## config.mk

```make
export PLATFORM = sky130hd
export DESIGN_NAME = link_reset_coord
export DESIGN_NICKNAME = d
export VERILOG_FILES = /design/src/rtl/lrc_pkg.sv /design/src/rtl/lrc_sync.sv /design/src/rtl/lrc_fall_det.sv /design/src/rtl/lrc_fsm.sv /design/src/rtl/link_reset_coord.sv
export SDC_FILE = /design/constraint.sdc
export NUM_CORES = 1
export LEC_CHECK = 0
export ABC_AREA = 1
export BUFFER_PORTS_ARGS = -buffer_cell sky130_fd_sc_hd__buf_2
export CORE_AREA = 2 2 39 41
export DETAILED_ROUTE_END_ITERATION = 8
export DIE_AREA = 0 0 41 43
export PLACE_DENSITY = 0.58
export SLEW_MARGIN = 10
export SYNTH_ARGS = -nofsm -noshare
export SYNTH_HDL_FRONTEND = slang
export SYNTH_HIERARCHICAL = 1
export SYNTH_SLANG_ARGS = --single-unit
```

## constraint.sdc

```tcl
create_clock -name clk_i -period 1.6 [get_ports clk_i]
set_clock_uncertainty 0.2 [all_clocks]
set_input_delay 0.16 -clock clk_i [delete_from_list [all_inputs] [get_ports clk_i]]
set_output_delay 0.16 -clock clk_i [all_outputs]
set_load 0.02 [all_outputs]
```

## src/rtl/lrc_pkg.sv

```systemverilog
package lrc_pkg;
  typedef enum logic [2:0] {
    ST_IDLE    = 3'd0,
    ST_TX_ARM  = 3'd1,
    ST_TX_WAIT = 3'd2,
    ST_RX_ARM  = 3'd3,
    ST_RX_WAIT = 3'd4
  } lrc_state_e;
endpackage

```

## src/rtl/lrc_sync.sv

```systemverilog
module lrc_sync #(
  parameter int STAGES = 2
) (
  input  logic clk_i,
  input  logic rst_ni,
  input  logic d_i,
  output logic q_o
);
  logic [STAGES-1:0] chain_q;

  always_ff @(posedge clk_i or negedge rst_ni) begin
    if (!rst_ni) chain_q <= '0;
    else         chain_q <= {chain_q[STAGES-2:0], d_i};
  end

  assign q_o = chain_q[STAGES-1];
endmodule

```

## src/rtl/lrc_fall_det.sv

```systemverilog
module lrc_fall_det (
  input  logic clk_i,
  input  logic rst_ni,
  input  logic lvl_i,
  output logic fall_o
);
  logic prev_q;

  always_ff @(posedge clk_i or negedge rst_ni) begin
    if (!rst_ni) prev_q <= 1'b0;
    else         prev_q <= lvl_i;
  end

  assign fall_o = prev_q & ~lvl_i;
endmodule

```

## src/rtl/lrc_fsm.sv

```systemverilog
module lrc_fsm
  import lrc_pkg::*;
(
  input  logic clk_i,
  input  logic rst_ni,
  input  logic start_i,
  input  logic tx_done_i,
  input  logic rx_done_i,
  output logic tx_req_o,
  output logic rx_req_o,
  output logic busy_o
);
  lrc_state_e state_q, state_d;
  logic       tx_req_q, tx_req_d;
  logic       rx_req_q, rx_req_d;

  always_comb begin
    state_d  = state_q;
    tx_req_d = 1'b0;
    rx_req_d = 1'b0;
    if (start_i) begin
      // restart has priority over any phase
      state_d  = ST_TX_ARM;
      tx_req_d = 1'b1;
    end else begin
      unique case (state_q)
        ST_TX_ARM:  if (!tx_done_i) state_d = ST_TX_WAIT;
        ST_TX_WAIT: if (tx_done_i) begin
          state_d  = ST_RX_ARM;
          rx_req_d = 1'b1;
        end
        ST_RX_ARM:  if (!rx_done_i) state_d = ST_RX_WAIT;
        ST_RX_WAIT: if (rx_done_i)  state_d = ST_IDLE;
        default:    state_d = ST_IDLE;
      endcase
    end
  end

  always_ff @(posedge clk_i or negedge rst_ni) begin
    if (!rst_ni) begin
      state_q  <= ST_IDLE;
      tx_req_q <= 1'b0;
      rx_req_q <= 1'b0;
    end else begin
      state_q  <= state_d;
      tx_req_q <= tx_req_d;
      rx_req_q <= rx_req_d;
    end
  end

  assign tx_req_o = tx_req_q;
  assign rx_req_o = rx_req_q;
  assign busy_o   = (state_q != ST_IDLE);
endmodule

```

## src/rtl/link_reset_coord.sv

```systemverilog
module link_reset_coord #(
  parameter bit SHARED_PLL  = 1'b1,
  parameter int SYNC_STAGES = 2
) (
  input  logic clk_i,
  input  logic rst_ni,
  input  logic reset_all_i,
  input  logic tx_done_i,
  input  logic rx_done_i,
  output logic tx_full_req_o,
  output logic rx_full_req_o,
  output logic rx_dp_req_o,
  output logic busy_o
);
  logic all_sync;
  logic start;
  logic rx_req;

  lrc_sync #(.STAGES(SYNC_STAGES)) u_sync (
    .clk_i (clk_i),
    .rst_ni(rst_ni),
    .d_i   (reset_all_i),
    .q_o   (all_sync)
  );

  lrc_fall_det u_fall (
    .clk_i (clk_i),
    .rst_ni(rst_ni),
    .lvl_i (all_sync),
    .fall_o(start)
  );

  lrc_fsm u_fsm (
    .clk_i    (clk_i),
    .rst_ni   (rst_ni),
    .start_i  (start),
    .tx_done_i(tx_done_i),
    .rx_done_i(rx_done_i),
    .tx_req_o (tx_full_req_o),
    .rx_req_o (rx_req),
    .busy_o   (busy_o)
  );

  generate
    if (SHARED_PLL) begin : g_shared
      assign rx_dp_req_o   = rx_req;
      assign rx_full_req_o = 1'b0;
    end else begin : g_split
      assign rx_full_req_o = rx_req;
      assign rx_dp_req_o   = 1'b0;
    end
  endgenerate
endmodule

```

## Word-level counts from Yosys, hierarchy flattened

Index checks and enable logic that the tools add are counted.

- Equal/unequal tests: 8
- Mux-type cells: 10
- Bitwise logic cells: 2
- Reductions and logical operators: 2

Operator list:

| cell | number |
|---|---|
| $mux W3 | 5 |
| $ne A3 B3 Y1 const B | 4 |
| $pmux W3 S4 | 1 |
| $eq A3 B2 Y1 const B | 2 |
| $mux W1 | 4 |
| $reduce_and A4 Y1 | 1 |
| $eq A3 B1 Y1 const B | 1 |
| $eq A3 B3 Y1 const B | 1 |
| $reduce_bool A3 Y1 | 1 |
| $and A1 B1 Y1 | 1 |
| $not A1 Y1 | 1 |

- Flip-flop bits (word level): 8
- Bits of input ports: 5
- Logic and storage cells: 27

## Logic depth before layout (Yosys ltp)

Gate-level depths: netlist of run 1.

- Depth in word-level cells: 4
- Mapped depth: 9

## By module

The synthesis of run 1 kept the hierarchy.

Modules (own cells, without submodules):

| module | instances | cells an instance | area an instance (µm²) | seq. area each (µm²) |
|---|---|---|---|---|
| lrc_fsm | 1 | 37 | 282.8 | 125.1 |
| lrc_sync | 1 | 2 | 50.0 | 50.0 |
| lrc_fall_det | 1 | 3 | 35.0 | 25.0 |
| link_reset_coord | 1 | 2 | 11.3 | 0.0 |

## Worst setup path after synthesis of run 1

Ideal clock, no wire load.

- Kind: flip-flop to flip-flop
- Start: reg u_sync.chain_q[1]
- End: reg u_fsm.state_q[1]
- Setup time: 117 ps
- Arrival: 1,025 ps
- Setup slack: 258 ps
- Stages on the path, launching flop included: 9
- Period minus slack after synthesis: 1,342 ps
- Cells stage by stage: dfrtp_1 -> nor2_2 -> inv_1 -> nand2_1 -> nor2_2 -> nor2_4 -> nand2_2 -> nand2_1 -> nand2_1

- Longest elaborated chain between the ends: 4
- Elaborated cells between the ends (all ways): 8
- Classes of those cells: 4 x eq/ne; 1 x mux; 2 x bitwise; 1 x reduce/logical

Ends and longest elaborated chain:

| element | RTL line | source |
|---|---|---|
| from (decl) | lrc_sync.sv:9 | `logic [STAGES-1:0] chain_q;` |
| from (signal assigned) | lrc_sync.sv:13 | `else chain_q <= {chain_q[STAGES-2:0], d_i};` |
| $not A1 Y1 * | lrc_fall_det.sv:14 | `assign fall_o = prev_q & ~lvl_i;` |
| $and A1 B1 Y1 * | lrc_fall_det.sv:14 |  |
| net start | link_reset_coord.sv:16 | `logic start;` |
| $ne A3 B3 Y1 (no line) | -- |  |
| $reduce_and A4 Y1 (no line) | -- |  |
| to (signal assigned) | lrc_fsm.sv:45 | `state_q <= state_d;` |
| to (decl) | lrc_fsm.sv:13 | `lrc_state_e state_q, state_d;` |

Mark *: on every way through the listed nets, which the timed path passes. The rest lies on a longest branch.
A chain may end at the register's enable or synchronous reset.

## Final worst setup path of run 1

- Start: reg u_sync.chain_q[1]
- End: reg u_fsm.state_q[0]

Same word-level chain as after synthesis.

==> impl_metrics.env, run 1 <==
export IMPL_power_leakage_nw=0.2544
export IMPL_die_width_um=41
export IMPL_drc=0
export IMPL_ys_types=15
export IMPL_avgSynthCellArea_um2=8.616
export IMPL_die_h_um=43
export IMPL_drt_iter0_drc=4
export IMPL_rsz0062_at_grt="false"
export IMPL_synth_commonest_cells="nand2_1 (11), dfrtp_1 (8), inv_1 (5), nand3_1 (5)"
export IMPL_path_max_fanout=5
export IMPL_seqCellArea_um2=200.2
export IMPL_startpoint_type="register"
export IMPL_grt_max_degree=9
export IMPL_powerDensity_nw_per_um2=1349
export IMPL_yosysMostFrequentCell="nand2_1"
export IMPL_synth_edf_count=0
export IMPL_synthTopCellsByArea="dfrtp_1 (53%), nand2_1 (11%), nand3_1 (6.6%)"
export IMPL_syn_cell_area_um2=379.1
export IMPL_grt_pass1_wl_um=1097
export IMPL_clkLatencyLatePin_ps=250
export IMPL_critPathSlowestCell="dfrtp_1"
export IMPL_syn_inst=44
export IMPL_worstPathCellList="nor2_2 -> inv_1 -> nand2_1 -> nor2_2 -> nor2_4 -> nand2_2 -> nand2_1 -> nand2_1"
export IMPL_wl_um=597
export IMPL_grtUsageTotal_pct=10.02
export IMPL_yosysTopAreaCellShare_pct=52.81
export IMPL_postRouteAntennaNets=0
export IMPL_final_area_um2=479.2
export IMPL_placed_cell_area_um2=426.7
export IMPL_worst_setup_path_type="reg2reg"
export IMPL_cp_num_buf_inv=1
export IMPL_crit_family="simple AND/OR/NAND/NOR gates"
export IMPL_dieArea_um2=1763
export IMPL_multi_input_area_um2=152.6
export IMPL_fmax_ghz=0.6753
export IMPL_cts_root_buf="clkbuf_4"
export IMPL_hold_viol=0
export IMPL_area_growth_pct=26.40
export IMPL_drive_above_1_share_pct=28.57
export IMPL_place_gp_congestion=0.7904
export IMPL_htree_levels=1
export IMPL_num_rows=14
export IMPL_min_period_over_period_pct=92.55
export IMPL_antenna_found_initial=0
export IMPL_required_ps=1540
export IMPL_initial_core_util_pct=27.40
export IMPL_finalNonFillerCells=72
export IMPL_tns_ps=0
export IMPL_maxCapViolations=0
export IMPL_worstHoldPathCells=4
export IMPL_avgViaCountPerCell=4.125
export IMPL_r2r_end="u_fsm/state_q[0]$_DFFE_PN0P_"
export IMPL_synth_largest_area_cell="dfrtp_1"
export IMPL_antenna_cells=0
export IMPL_synth_warnings=6
export IMPL_ys_flop_type="dfrtp_1"
export IMPL_vias=297
export IMPL_min_period_ps=1481
export IMPL_r2r_cells=8
export IMPL_r2r_slack_ps=120
export IMPL_holdPathEnd="u_fsm/state_q[2]$_DFFE_PN0P_"
export IMPL_arrival_ps=1420
export IMPL_final_nets=63
export IMPL_dpl_hpwl_um=463.6
export IMPL_cts_buffer_depth=2
export IMPL_wl_per_cell_um=8.292
export IMPL_grt_pass1_vias=279
export IMPL_cts_clk_slew_worst_paths_ps=50
export IMPL_crit_path_max_incr_delay_ps=380
export IMPL_holdCritStartpoint="rx_done_i"
export IMPL_drtPass1Iterations=3
export IMPL_finalSetupViolCount=0
export IMPL_max_vdd_ir_drop_mv=0.5086
export IMPL_synth_seq_cells=8
export IMPL_outcome="completed"
export IMPL_numCtsBuffers=3
export IMPL_mappedNetlistNets=49
export IMPL_cts_tree="done"
export IMPL_core_area_um2=1384
export IMPL_hold_path_class="in2reg"
export IMPL_crit_path_end_kind="register"
export IMPL_timing_rr_start="u_sync/chain_q[1]$_DFF_PN0_"
export IMPL_cpMostUsedCell="nand2_1"
export IMPL_postCtsSetupRepairBufs=0
export IMPL_fillers=154
export IMPL_portBuffers=7
export IMPL_final_util_pct=34.63
export IMPL_dpl_cell_count=66
export IMPL_clock_sinks=8
export IMPL_async_flop_share_pct=100.0
export IMPL_finalMaxSlewViolations=0
export IMPL_grt_ovfl_total=0
export IMPL_ios=9
export IMPL_seq_area_frac_synth_pct=52.81
## metal layers
metal | vias to the layer above | routed length (µm) | track usage, %
li1 | 158 | - | -
met1 | 129 | 253 | 10.23
met2 | 10 | 289 | 13.75
met3 | 0 | 54 | 9.424
met4 | 0 | 0 | 4.000
met5 | - | 0 | 0
## worst max path at each step
stage,startpoint,endpoint,slack (ps),depth (start not counted)
finish,u_sync/chain_q[1]$_DFF_PN0_,u_fsm/state_q[0]$_DFFE_PN0P_,120,8
global route,u_sync/chain_q[1]$_DFF_PN0_,u_fsm/state_q[0]$_DFFE_PN0P_,10,8
CTS,u_sync/chain_q[1]$_DFF_PN0_,u_fsm/state_q[0]$_DFFE_PN0P_,100,8
detailed placement,u_sync/chain_q[1]$_DFF_PN0_,u_fsm/state_q[0]$_DFFE_PN0P_,110,8
global placement,u_sync/chain_q[1]$_DFF_PN0_,u_fsm/state_q[0]$_DFFE_PN0P_,130,8
floorplan,u_sync/chain_q[1]$_DFF_PN0_,u_fsm/state_q[1]$_DFFE_PN0P_,260,8
## cells by family (layout without fill, tap and decap cells)
| group | count (synthesis) | count (layout) | share of synthesized area, % |
|---|---|---|---|
| other cells | 1 | 1 | 0.9891 |
| simple gates | 28 | 28 | 37.96 |
| flops | 8 | 8 | 52.80 |
| buf+inv | 6 | 18 | 6.932 |
| compound gates | 1 | 1 | 1.319 |
## worst register-to-register path, delay by kind of cell, from the launching register on
kind	cells	cell delay, ps
and+or+nand+nor	7	660
DFF	1	380
buffers and inverters	1	130
## sequential cells by signal (all words and copies together) (netlist names)
signal          flops
u_fall/prev_q       1
u_fsm/rx_req_o      1
u_fsm/state_q       3
u_fsm/tx_req_o      1
u_sync/chain_q      2
## cell usage in the layout (no fill, tap or decap), drive strengths merged
master | Yosys | layout
a21oi | 1 | 1
buf | 1 | 7
clkbuf | 0 | 3
conb | 1 | 1
dfrtp | 8 | 8
dlygate4sd3 | 0 | 3
inv | 5 | 5
nand2 | 12 | 12
nand3 | 6 | 6
nand3b | 1 | 1
nand4 | 1 | 1
nor2 | 7 | 7
or2 | 1 | 1
## through the flow
step	setup slack, ps	hold WS (ps)	power [mW]
5_1_grt	10.21	44.88	0.7151
4_1_cts	97.41	27.94	0.6610
3_5_place_dp	107.7	-191.0	0.5025
2_1_floorplan	258.1	-335.6	0.4459
6_report	119.3	34.24	0.6465
3_3_place_gp	132.6	-190.5	0.4988
## layout make-up
type                       count  share of cell area (%)
inverter                       5                   3.916
tap                           16                   4.178
sequential                     8                   41.78
clock buffer                   3                   4.700
timing repair buffer          10                   13.58
multi-input combinational     30                   31.85
## report_power, final
group	internal [mW]	switching, mW
logic	0.0870	0.142
registers	0.238	0.0322
clock network	0.0853	0.0613
## timing repair
action,in CTS,in global routing
hold buffers,3,0
resized for setup,0,0
endpoints found under the hold margin,10,0
Note: power is estimated with default switching activity, not from simulation.
==> run 2: changes to the inputs <==
--- a/config.mk
+++ b/config.mk
@@ -10,7 +10,6 @@
 export CORE_AREA = 2 2 39 41
 export DETAILED_ROUTE_END_ITERATION = 8
 export DIE_AREA = 0 0 41 43
-export PLACE_DENSITY = 0.58
 export SLEW_MARGIN = 10
 export SYNTH_ARGS = -nofsm -noshare
 export SYNTH_HDL_FRONTEND = slang
==> constraint.sdc (replaced) <==
create_clock -name clk_i -period 1.5 [get_ports clk_i]
set_clock_uncertainty 0.2 [all_clocks]
set_input_delay 0.15 -clock clk_i [delete_from_list [all_inputs] [get_ports clk_i]]
set_output_delay 0.15 -clock clk_i [all_outputs]
set_load 0.02 [all_outputs]
==> run 2 against run 1 <==
Clock-buffer cell count did not move. First-iteration DRC count rose by 25%. Sequential share of layout area fell by 1.3 points. Sequential power rose by 7%. Utilization rose by 1.1 points. Hold slack got worse by 23 ps. Final cell count rose by 2.8%. Flip-flop and latch count did not move. Largest cell class unchanged. Combinational power rose by 10%. Register-to-register slack improved by 30 ps. Non-clock buffer count rose by 2. Highest routed layer is now met4.
==> impl_metrics.env, run 2 (same netlist as run 1, synthesis figures left out) <==
export IMPL_critPathSlowestCell="dlygate4sd3_1"
export IMPL_combPwrFrac_pct=36.4
export IMPL_postCtsSetupRepairBufs=0
export IMPL_fmax_ghz=0.7001
export IMPL_top_regs="u_fsm/state_q x3, u_sync/chain_q x2"
export IMPL_cp_depth=7
export IMPL_crit_end="u_fsm/state_q[0]$_DFFE_PN0P_"
export IMPL_grt_ovfl_total=0
export IMPL_drtPass1Iterations=4
export IMPL_htree_levels=1
export IMPL_drt_iter0_drc=5
export IMPL_dpl_cell_count=68
export IMPL_final_cell_mix="nand2_1 (11), dfrtp_1 (8), buf_2 (7)"
export IMPL_post_place_ws_ps=149.7
export IMPL_drc=0
export IMPL_r2r_cells=8
export IMPL_num_rows=14
export IMPL_dpl_hpwl_um=493.6
export IMPL_startpoint_type="input pin"
export IMPL_path_max_fanout=4
export IMPL_p_sw_uw=253.5
export IMPL_required_ps=1430
export IMPL_hold_viol=0
export IMPL_portBuffers=7
export IMPL_grt_max_degree=9
export IMPL_setup_ws_ps=71.60
export IMPL_initial_core_util_pct=27.40
export IMPL_cts_tree="done"
export IMPL_hold_path_class="in2reg"
export IMPL_clockPowerShare_pct=21.9
export IMPL_worst_setup_path_type="in2reg"
export IMPL_clkLatencyLatePin_ps=250
export IMPL_min_period_ps=1428
export IMPL_finalNonFillerCells=74
export IMPL_cts_buffer_depth=2
export IMPL_dieArea_um2=1763
export IMPL_r2r_end="u_fsm/state_q[0]$_DFFE_PN0P_"
export IMPL_final_common_cell="nand2_1"
export IMPL_top_usage_layer="met2"
export IMPL_vias=317
export IMPL_clock_sinks=8
export IMPL_maxCapViolations=0
export IMPL_area_growth_pct=30.36
export IMPL_arrival_ps=1360
export IMPL_antenna_found_initial=0
export IMPL_grtUsageMet3_pct=6.283
export IMPL_rsz0062_at_grt="false"
export IMPL_power_internal_uw=441.3
export IMPL_finalMaxSlewViolations=0
export IMPL_avgViaCountPerCell=4.284
export IMPL_numCtsBuffers=3
export IMPL_ios=9
export IMPL_crit_path_end_kind="register"
export IMPL_postRouteAntennaNets=0
export IMPL_largest_register_ffs=3
export IMPL_worstPathCellList="dlygate4sd3_1 -> buf_2 -> or2_1 -> nor2_2 -> nor2_4 -> nand3_1 -> nand2_1"
export IMPL_crit_family="buffers and inverters"
export IMPL_switching_share_pct=36.49
export IMPL_antenna_cells=0
export IMPL_tns_ps=0
export IMPL_cts_root_buf="clkbuf_4"
export IMPL_grtUsageTotal_pct=9.868
export IMPL_grt_pass1_wl_um=1138
export IMPL_finalSetupViolCount=0
export IMPL_grt_use_met1_pct=10.40
export IMPL_met2_usage_pct=15.00
export IMPL_cp_num_buf_inv=2
export IMPL_powerDensity_nw_per_um2=1406
export IMPL_place_gp_congestion=0.8061
export IMPL_max_vdd_ir_drop_mv=0.7155
export IMPL_drive_above_1_share_pct=31.03
export IMPL_crit_path_max_incr_delay_ps=530
export IMPL_power_leakage_nw=0.2640
export IMPL_cts_clk_slew_worst_paths_ps=40
export IMPL_wl_um=615
export IMPL_die_h_um=43
export IMPL_wl_per_cell_um=8.311
export IMPL_r2r_slack_ps=150
export IMPL_grt_pass1_vias=314
export IMPL_largest_register="u_fsm/state_q"
export IMPL_cp_startpoint="tx_done_i"
export IMPL_seqPwrFrac_pct=41.7
export IMPL_min_period_over_period_pct=95.23
export IMPL_outcome="completed"
export IMPL_die_width_um=41
export IMPL_timing_rr_start="u_sync/chain_q[1]$_DFF_PN0_"
export IMPL_final_nets=65
export IMPL_core_area_um2=1384
==> run 2: cell types whose count changed in the layout (fill, tap and decap cells not counted), sizes merged <==
| cell | delta |
|---|---|
| buf | +2 |
==> run 2: final cells by class <==
type                            instances  area, µm²
Sequential cell                         8      200.2
Timing Repair Buffer                   12      80.08
Fill cell                             145      889.6
Inverter                                5      18.77
Clock buffer                            3      22.52
Multi-Input combinational cell         30      152.6
Tap cell                               16      20.02
==> run 2: how the worst min path moves through the flow <==
stage / end / cells after the start / startpoint / slack [ps]
after global placement: u_sync/chain_q[0]$_DFF_PN0_ / 1 / rst_ni / -210
final: u_fsm/state_q[2]$_DFFE_PN0P_ / 4 / rx_done_i / 10
after floorplan: u_fall/prev_q$_DFF_PN0_ / 0 / rst_ni / -350
after CTS: u_fsm/state_q[2]$_DFFE_PN0P_ / 4 / rx_done_i / 7
after global routing: u_fsm/state_q[2]$_DFFE_PN0P_ / 4 / rx_done_i / 20
after detailed placement: u_sync/chain_q[0]$_DFF_PN0_ / 1 / rst_ni / -210
==> run 2: timing repair <==
item	4_1_cts	5_1_grt
resized for setup	0	0
hold buffers	3	0
endpoints found under the hold margin	10	0
==> run 2: power by group through the flow <==
stage                     logic, mW  clock network (mW)  registers, mW
after floorplan               0.184                   0          0.291
after global placement        0.247                   0          0.291
after detailed placement      0.249                   0          0.292
after CTS                     0.256               0.161          0.289
after global routing          0.283               0.182          0.294
final                         0.253               0.152          0.290
==> run 2: through the flow <==
step | cell area (µm²) | hold slack (ps) | util, % | power, mW
floorplan | 379.1 | -345.6 | - | 0.4756
detailed placement | 441.7 | -206.2 | 31.92 | 0.5419
finish | 494.2 | 11.11 | 35.71 | 0.6948
global placement | 441.7 | -206.2 | 31.92 | 0.5387
CTS | 494.2 | 7.492 | 35.71 | 0.7061
global route | 494.2 | 16.42 | 35.71 | 0.7597
==> run 2: metal layers <==
layer  up-vias  wire, µm
met4         0        10
li1        163         -
met1       144       276
met2         8       290
met5         -         0
met3         2        37
==> run 2: worst min-delay path, stage by stage <==
cell	delay (ps)
buf_2	90
inv_1	40
nand4_1	80
nand2_1	50
